### src/rtl/prg_map_pkg.sv
package prg_map_pkg;
  localparam int SEL_W    = 5;
  localparam int DATA_W   = 8;
  localparam int ADDR_W   = 16;
  localparam int SWAP_BIT = 1;

  typedef enum logic [1:0] {
    IDX_BANK_A = 2'd0,
    IDX_BANK_B = 2'd1,
    IDX_MODE   = 2'd2,
    IDX_NONE   = 2'd3
  } reg_idx_e;

  typedef enum logic [1:0] {
    WIN_LOW  = 2'd0,  // $8000-$9FFF
    WIN_MID  = 2'd1,  // $A000-$BFFF
    WIN_HIGH = 2'd2,  // $C000-$DFFF
    WIN_TOP  = 2'd3   // $E000-$FFFF
  } rom_win_e;

  // Bank counted back from the end of the ROM (1 = last bank).
  function automatic int bank_from_end(int banks, int back);
    return banks - back;
  endfunction

  // RAM window: upper address nibble equal to 6.
  function automatic logic in_ram_window(logic [ADDR_W-1:0] a);
    return a[ADDR_W-1:12] == 4'h6;
  endfunction
endpackage

### src/rtl/prg_bank_regs.sv
module prg_bank_regs
  import prg_map_pkg::*;
(
  input  logic              clk,
  input  logic              rst_n,
  input  logic              wr_en,
  input  logic [1:0]        wr_idx,
  input  logic [DATA_W-1:0] wr_data,
  output logic [SEL_W-1:0]  bank_a,
  output logic [SEL_W-1:0]  bank_b,
  output logic              swap
);
  reg_idx_e idx;
  logic ld_a, ld_b, ld_mode;

  assign idx     = reg_idx_e'(wr_idx);
  assign ld_a    = wr_en && (idx == IDX_BANK_A);
  assign ld_b    = wr_en && (idx == IDX_BANK_B);
  assign ld_mode = wr_en && (idx == IDX_MODE);

  always_ff @(posedge clk or negedge rst_n) begin
    if (!rst_n) begin
      bank_a <= '0;
      bank_b <= '0;
      swap   <= 1'b0;
    end else begin
      if (ld_a)    bank_a <= wr_data[SEL_W-1:0];
      if (ld_b)    bank_b <= wr_data[SEL_W-1:0];
      if (ld_mode) swap   <= wr_data[SWAP_BIT];
    end
  end

  AST_HOLD_IDLE: assert property (@(posedge clk) disable iff (!rst_n)
    !wr_en |=> $stable({bank_a, bank_b, swap}));
  AST_IDX_UNUSED: assert property (@(posedge clk) disable iff (!rst_n)
    (wr_en && wr_idx == 2'd3) |=> $stable({bank_a, bank_b, swap}));
  AST_MODE_LOAD: assert property (@(posedge clk) disable iff (!rst_n)
    ld_mode |=> swap == $past(wr_data[1]));
  AST_BANK_A_LOAD: assert property (@(posedge clk) disable iff (!rst_n)
    ld_a |=> bank_a == $past(wr_data[4:0]));
  AST_BANK_B_LOAD: assert property (@(posedge clk) disable iff (!rst_n)
    ld_b |=> bank_b == $past(wr_data[4:0]));
endmodule

### src/rtl/prg_window_decode.sv
module prg_window_decode
  import prg_map_pkg::*;
(
  input  logic [ADDR_W-1:0] cpu_addr,
  output logic              rom_ce,
  output logic              ram_ce,
  output rom_win_e          win
);
  assign rom_ce = cpu_addr[ADDR_W-1];
  assign ram_ce = in_ram_window(cpu_addr);
  assign win    = rom_win_e'(cpu_addr[14:13]);
endmodule

### src/rtl/prg_bank_select.sv
module prg_bank_select
  import prg_map_pkg::*;
#(
  parameter int ROM_BANKS = 32,
  localparam int BANK_W   = $clog2(ROM_BANKS)
) (
  input  logic              rom_ce,
  input  rom_win_e          win,
  input  logic [SEL_W-1:0]  bank_a,
  input  logic [SEL_W-1:0]  bank_b,
  input  logic              swap,
  output logic [BANK_W-1:0] bank
);
  localparam logic [BANK_W-1:0] LAST_BANK   = BANK_W'(bank_from_end(ROM_BANKS, 1));
  localparam logic [BANK_W-1:0] PENULT_BANK = BANK_W'(bank_from_end(ROM_BANKS, 2));

  logic [BANK_W-1:0] sel_a, sel_b;
  assign sel_a = bank_a[BANK_W-1:0];
  assign sel_b = bank_b[BANK_W-1:0];

  always_comb begin
    bank = '0;
    if (rom_ce) begin
      unique case (win)
        WIN_LOW:  bank = swap ? PENULT_BANK : sel_a;
        WIN_MID:  bank = sel_b;
        WIN_HIGH: bank = swap ? sel_a : PENULT_BANK;
        WIN_TOP:  bank = LAST_BANK;
        default:  bank = '0;
      endcase
    end
  end
endmodule

### src/rtl/prg_bank_mapper.sv
module prg_bank_mapper
  import prg_map_pkg::*;
#(
  parameter int ROM_BANKS = 32,
  localparam int BANK_W   = $clog2(ROM_BANKS)
) (
  input  logic              clk,
  input  logic              rst_n,
  input  logic [15:0]       cpu_addr,
  input  logic              wr_en,
  input  logic [1:0]        wr_idx,
  input  logic [7:0]        wr_data,
  output logic [BANK_W-1:0] rom_bank,
  output logic              rom_ce,
  output logic              ram_ce
);
  localparam logic [BANK_W-1:0] LAST_CHK   = BANK_W'(ROM_BANKS - 1);
  localparam logic [BANK_W-1:0] PENULT_CHK = BANK_W'(ROM_BANKS - 2);

  logic [SEL_W-1:0] bank_a, bank_b;
  logic             swap;
  rom_win_e         win;

  prg_bank_regs u_regs (
    .clk(clk), .rst_n(rst_n), .wr_en(wr_en), .wr_idx(wr_idx),
    .wr_data(wr_data), .bank_a(bank_a), .bank_b(bank_b), .swap(swap)
  );

  prg_window_decode u_dec (
    .cpu_addr(cpu_addr), .rom_ce(rom_ce), .ram_ce(ram_ce), .win(win)
  );

  prg_bank_select #(.ROM_BANKS(ROM_BANKS)) u_sel (
    .rom_ce(rom_ce), .win(win), .bank_a(bank_a), .bank_b(bank_b),
    .swap(swap), .bank(rom_bank)
  );

  AST_TOP_FIXED: assert property (@(posedge clk) disable iff (!rst_n)
    (cpu_addr[15:13] == 3'b111) |-> (rom_bank == LAST_CHK));
  AST_MID_FOLLOWS_B: assert property (@(posedge clk) disable iff (!rst_n)
    (cpu_addr[15:13] == 3'b101) |-> (rom_bank == bank_b[BANK_W-1:0]));
  AST_SWAP_CLR_HIGH: assert property (@(posedge clk) disable iff (!rst_n)
    (!swap && cpu_addr[15:13] == 3'b110) |-> (rom_bank == PENULT_CHK));
  AST_SWAP_SET_LOW: assert property (@(posedge clk) disable iff (!rst_n)
    (swap && cpu_addr[15:13] == 3'b100) |-> (rom_bank == PENULT_CHK));
  AST_RAM_NOT_ROM: assert property (@(posedge clk) disable iff (!rst_n)
    ram_ce |-> (!rom_ce && rom_bank == '0));
  AST_LOW_HALF_IDLE: assert property (@(posedge clk) disable iff (!rst_n)
    !cpu_addr[15] |-> (!rom_ce && rom_bank == '0));
endmodule

### config.mk
export PLATFORM = sky130hd
export DESIGN_NAME = prg_bank_mapper
export DESIGN_NICKNAME = d
export VERILOG_FILES = /design/src/rtl/prg_map_pkg.sv /design/src/rtl/prg_bank_regs.sv /design/src/rtl/prg_window_decode.sv /design/src/rtl/prg_bank_select.sv /design/src/rtl/prg_bank_mapper.sv
export SDC_FILE = /design/constraint.sdc
export NUM_CORES = 1
export LEC_CHECK = 0
export ABC_AREA = 1
export BUFFER_PORTS_ARGS = -buffer_cell sky130_fd_sc_hd__buf_2
export CORE_MARGIN = 3
export CORE_UTILIZATION = 28
export DETAILED_ROUTE_END_ITERATION = 8
export PLACE_DENSITY_LB_ADDON = 0.08
export SLEW_MARGIN = 20
export SYNTH_ARGS = -nofsm -noshare
export SYNTH_HDL_FRONTEND = slang
export SYNTH_SLANG_ARGS = --single-unit
### constraint.sdc
create_clock -name clk -period 0.89 [get_ports clk]
set_input_delay 0.178 -clock clk [delete_from_list [all_inputs] [get_ports clk]]
set_output_delay 0.178 -clock clk [all_outputs]
set_load 0.005 [all_outputs]
==> flow_metrics.env <==
export IMPL_switchingPower_w=0.000384
export IMPL_io_pins=36
export IMPL_root_buffer="clkbuf_4"
export IMPL_maxCapViolCount=0
export IMPL_syn_area_um2=613
export IMPL_hold_viol=0
export IMPL_yosysSeqAreaShare_pct=44.9
export IMPL_peakVddDrop_mv=0.782
export IMPL_r2r_end="u_regs.swap"
export IMPL_gp_congestion=0.685
export IMPL_dr_first_iter_drc_count=3
export IMPL_synth_xor_xnor_area_share_pct=0
export IMPL_fin_crit_ns=1.29
export IMPL_grt_first_pass_wirelength_um=2410
export IMPL_core_um2=2020
export IMPL_cts_path_max_buffers=2
export IMPL_cts_sinks=11
export IMPL_antenna_found_initial=0
export IMPL_ant_nets=0
export IMPL_arrival_ns=1.11
export IMPL_min_delay_start="wr_data[4]"
export IMPL_skew_ns=0
export IMPL_r2r_start="u_regs.swap"
export IMPL_r2r_cells=5
export IMPL_routed_wl_um=1370
export IMPL_critPathRequiredTime_ns=0.71
export IMPL_fmaxAchievable_mhz=775
export IMPL_synth_mux_area_fraction_pct=0
export IMPL_dp_hpwl_um=1040
export IMPL_htree_num_levels=1
export IMPL_synth_cell_type_count=14
export IMPL_relSlewSlack_pct=83.4
export IMPL_syn_avg_cell_area_um2=8.07
export IMPL_dieArea_um2=2790
export IMPL_violations="negative setup slack"
export IMPL_routedWlPerCell_um=10.3
export IMPL_port_buffers=20
export IMPL_drive_gt1_share_pct=41.5
export IMPL_tightest_slew_ns=0.250
export IMPL_swShare_pct=29.0
export IMPL_fin_nets=136
export IMPL_rows=16
export IMPL_layout_worst_path_cycle_share_pct=145
export IMPL_setup_viol=6
export IMPL_cts_tree="built"
export IMPL_grt_overflow_total=0
export IMPL_synth_cells=76
export IMPL_synth_compound_area_share_pct=15.5
export IMPL_initial_core_util_pct=30.3
export IMPL_fp_dieH_um=52.8
export IMPL_pwr_share_clk_pct=25.7
export IMPL_startpoint_type="flip-flop"
export IMPL_cp_end_kind="output port"
export IMPL_diodes=0
export IMPL_crit_fanout=4
export IMPL_synth_seq_cells=11
export IMPL_clk_latency_ns=0.26
export IMPL_leakage_nw=0.450
export IMPL_drc=0
export IMPL_synthSimpleGateAreaFrac_pct=29.8
export IMPL_r2r_setup_slack_ns=-0.09
export IMPL_hold_class="in2reg"
export IMPL_power_density_nw_per_um2=1530
export IMPL_drt_vias_per_instance=4.30
export IMPL_grt_start_max_net_pins=12
export IMPL_combPwrFrac_pct=27.0
export IMPL_synth_top_family_by_area="simple AND/OR/NAND/NOR gates"
export IMPL_whs_path_depth=3
export IMPL_area_growth_pct=41.4
export IMPL_syn_nets=105
export IMPL_path_class="reg2out"
export IMPL_whs_endpoint="u_regs.bank_b[4]"
export IMPL_power_total_w=0.00132
export IMPL_fin_cells=133
export IMPL_slew_viol_final=0
export IMPL_yosysWarnings=0
export IMPL_status="finished, violations left"
export IMPL_rsz0062_at_grt="true"
export IMPL_dp_cells=126
export IMPL_routed_via_count=572
export IMPL_internal_power_w=0.000940
export IMPL_grt_use_total_pct=12.2
export IMPL_final_core_utilization_pct=42.9
export IMPL_setup_slack_ns=-0.400
export IMPL_clkTransAtPathRegs_ns=0.08
export IMPL_drtPass1Iterations=4
export IMPL_dieWidth_um=52.8
export IMPL_synthAdderAreaFrac_pct=0
export IMPL_cts_buffers=3
export IMPL_grt_pass1_vias=566
export IMPL_seqPwrFrac_pct=47.3
export IMPL_fillers=223
## power groups by stage
| stage | clock [W] | combinational, W | sequential, W |
|---|---|---|---|
| after floorplan | 0 | 0.000189 | 0.000622 |
| after global placement | 0 | 0.000306 | 0.000632 |
| after detailed placement | 0 | 0.000308 | 0.000634 |
| after CTS | 0.000352 | 0.000340 | 0.000625 |
| after global routing | 0.000381 | 0.000412 | 0.000639 |
| final | 0.000340 | 0.000357 | 0.000627 |
## worst max-delay path, cell delays in order, from the launching register on
cell and delay [ns]:
dfrtp_2 0.43, inv_2 0.07, nand2_2 0.06, nand2_4 0.10, a21oi_2 0.06, buf_2 0.12
## cell usage in the layout (no fill, tap or decap), types with 2 or more instances in the layout
| cell | synthesis | layout |
|---|---|---|
| nand2_1 | 20 | 19 |
| buf_2 | 0 | 17 |
| o21ai_1 | 12 | 12 |
| inv_1 | 12 | 11 |
| dfrtp_1 | 11 | 10 |
| nand3b_1 | 4 | 4 |
| a21oi_2 | 4 | 4 |
| buf_6 | 0 | 4 |
| buf_4 | 1 | 4 |
| nand3_2 | 3 | 3 |
| clkbuf_4 | 0 | 3 |
| nor2_1 | 2 | 2 |
| nand2_2 | 1 | 2 |
| nand3_1 | 2 | 2 |
## metrics by stage
step / hold WS [ns] / setup TNS, ns / worst slack, ns / instance area, um2
after floorplan: -0.118 / 0 / 0.00518 / 613
after global placement: 0.0650 / -0.775 / -0.162 / 769
after detailed placement: 0.0679 / -0.852 / -0.174 / 769
after CTS: 0.164 / -2.13 / -0.446 / 837
after global routing: 0.164 / -2.56 / -0.505 / 867
final: 0.165 / -2.08 / -0.400 / 867
## synth_stat cells (all sizes together)
library cell	count	share of area, %
a21oi	4	5.7
o21ai	12	9.8
nand3	5	6.5
nand3b	4	4.9
dfrtp	11	45
buf	1	1.2
inv	14	8.6
nor4	1	2.0
nand2	22	15
nor2	2	1.2
## registers in the layout, indices dropped and copies added (netlist names)
register,flops
u_regs.bank_b,5
u_regs.bank_a,5
u_regs.swap,1
## metal layers
| layer | vias to the layer above | routed length (um) | track usage (%) |
|---|---|---|---|
| li1 | 301 | - | - |
| met4 | 0 | 13 | 6.38 |
| met2 | 11 | 672 | 20.5 |
| met3 | 2 | 65 | 2.56 |
| met1 | 258 | 615 | 14.3 |
| met5 | - | 0 | 0 |
## cells by family (layout without fill, tap and decap cells)
| logic type | Yosys count | count (layout) |
|---|---|---|
| AND/OR/NAND/NOR | 34 | 34 |
| AO/OA/AOI/OAI | 16 | 16 |
| buffers and inverters | 15 | 45 |
| flip-flops | 11 | 11 |
## final cells by class
cell class                 count  area, um2  share of cell area (%)
inverter                      14       60.1                    6.93
clock buffer                   4       26.3                    3.03
tap                           27       33.8                    3.90
sequential                    11        277                    31.9
multi-input combinational     50        280                    32.3
timing repair buffer          27        190                    21.9
## how the worst max path moves through the flow
stage | depth (start not counted) | endpoint | slack (ns) | from
2_1_floorplan | 5 | rom_bank[0] | 0.005 | u_regs.swap
3_3_place_gp | 5 | rom_bank[1] | -0.16 | u_regs.swap
3_5_place_dp | 5 | rom_bank[1] | -0.17 | u_regs.swap
4_1_cts | 5 | rom_bank[1] | -0.45 | u_regs.swap
5_1_grt | 6 | rom_bank[0] | -0.50 | u_regs.swap
6_report | 5 | rom_bank[1] | -0.40 | u_regs.swap
## what timing repair did
action,CTS,global route
setup buffers,1,1
hold endpoints to repair,11,0
hold buffers,1,0
pin swaps,0,2
resized for setup,9,7
setup endpoints to repair,6,7
No activity file was read; power rests on OpenSTA's default activity.
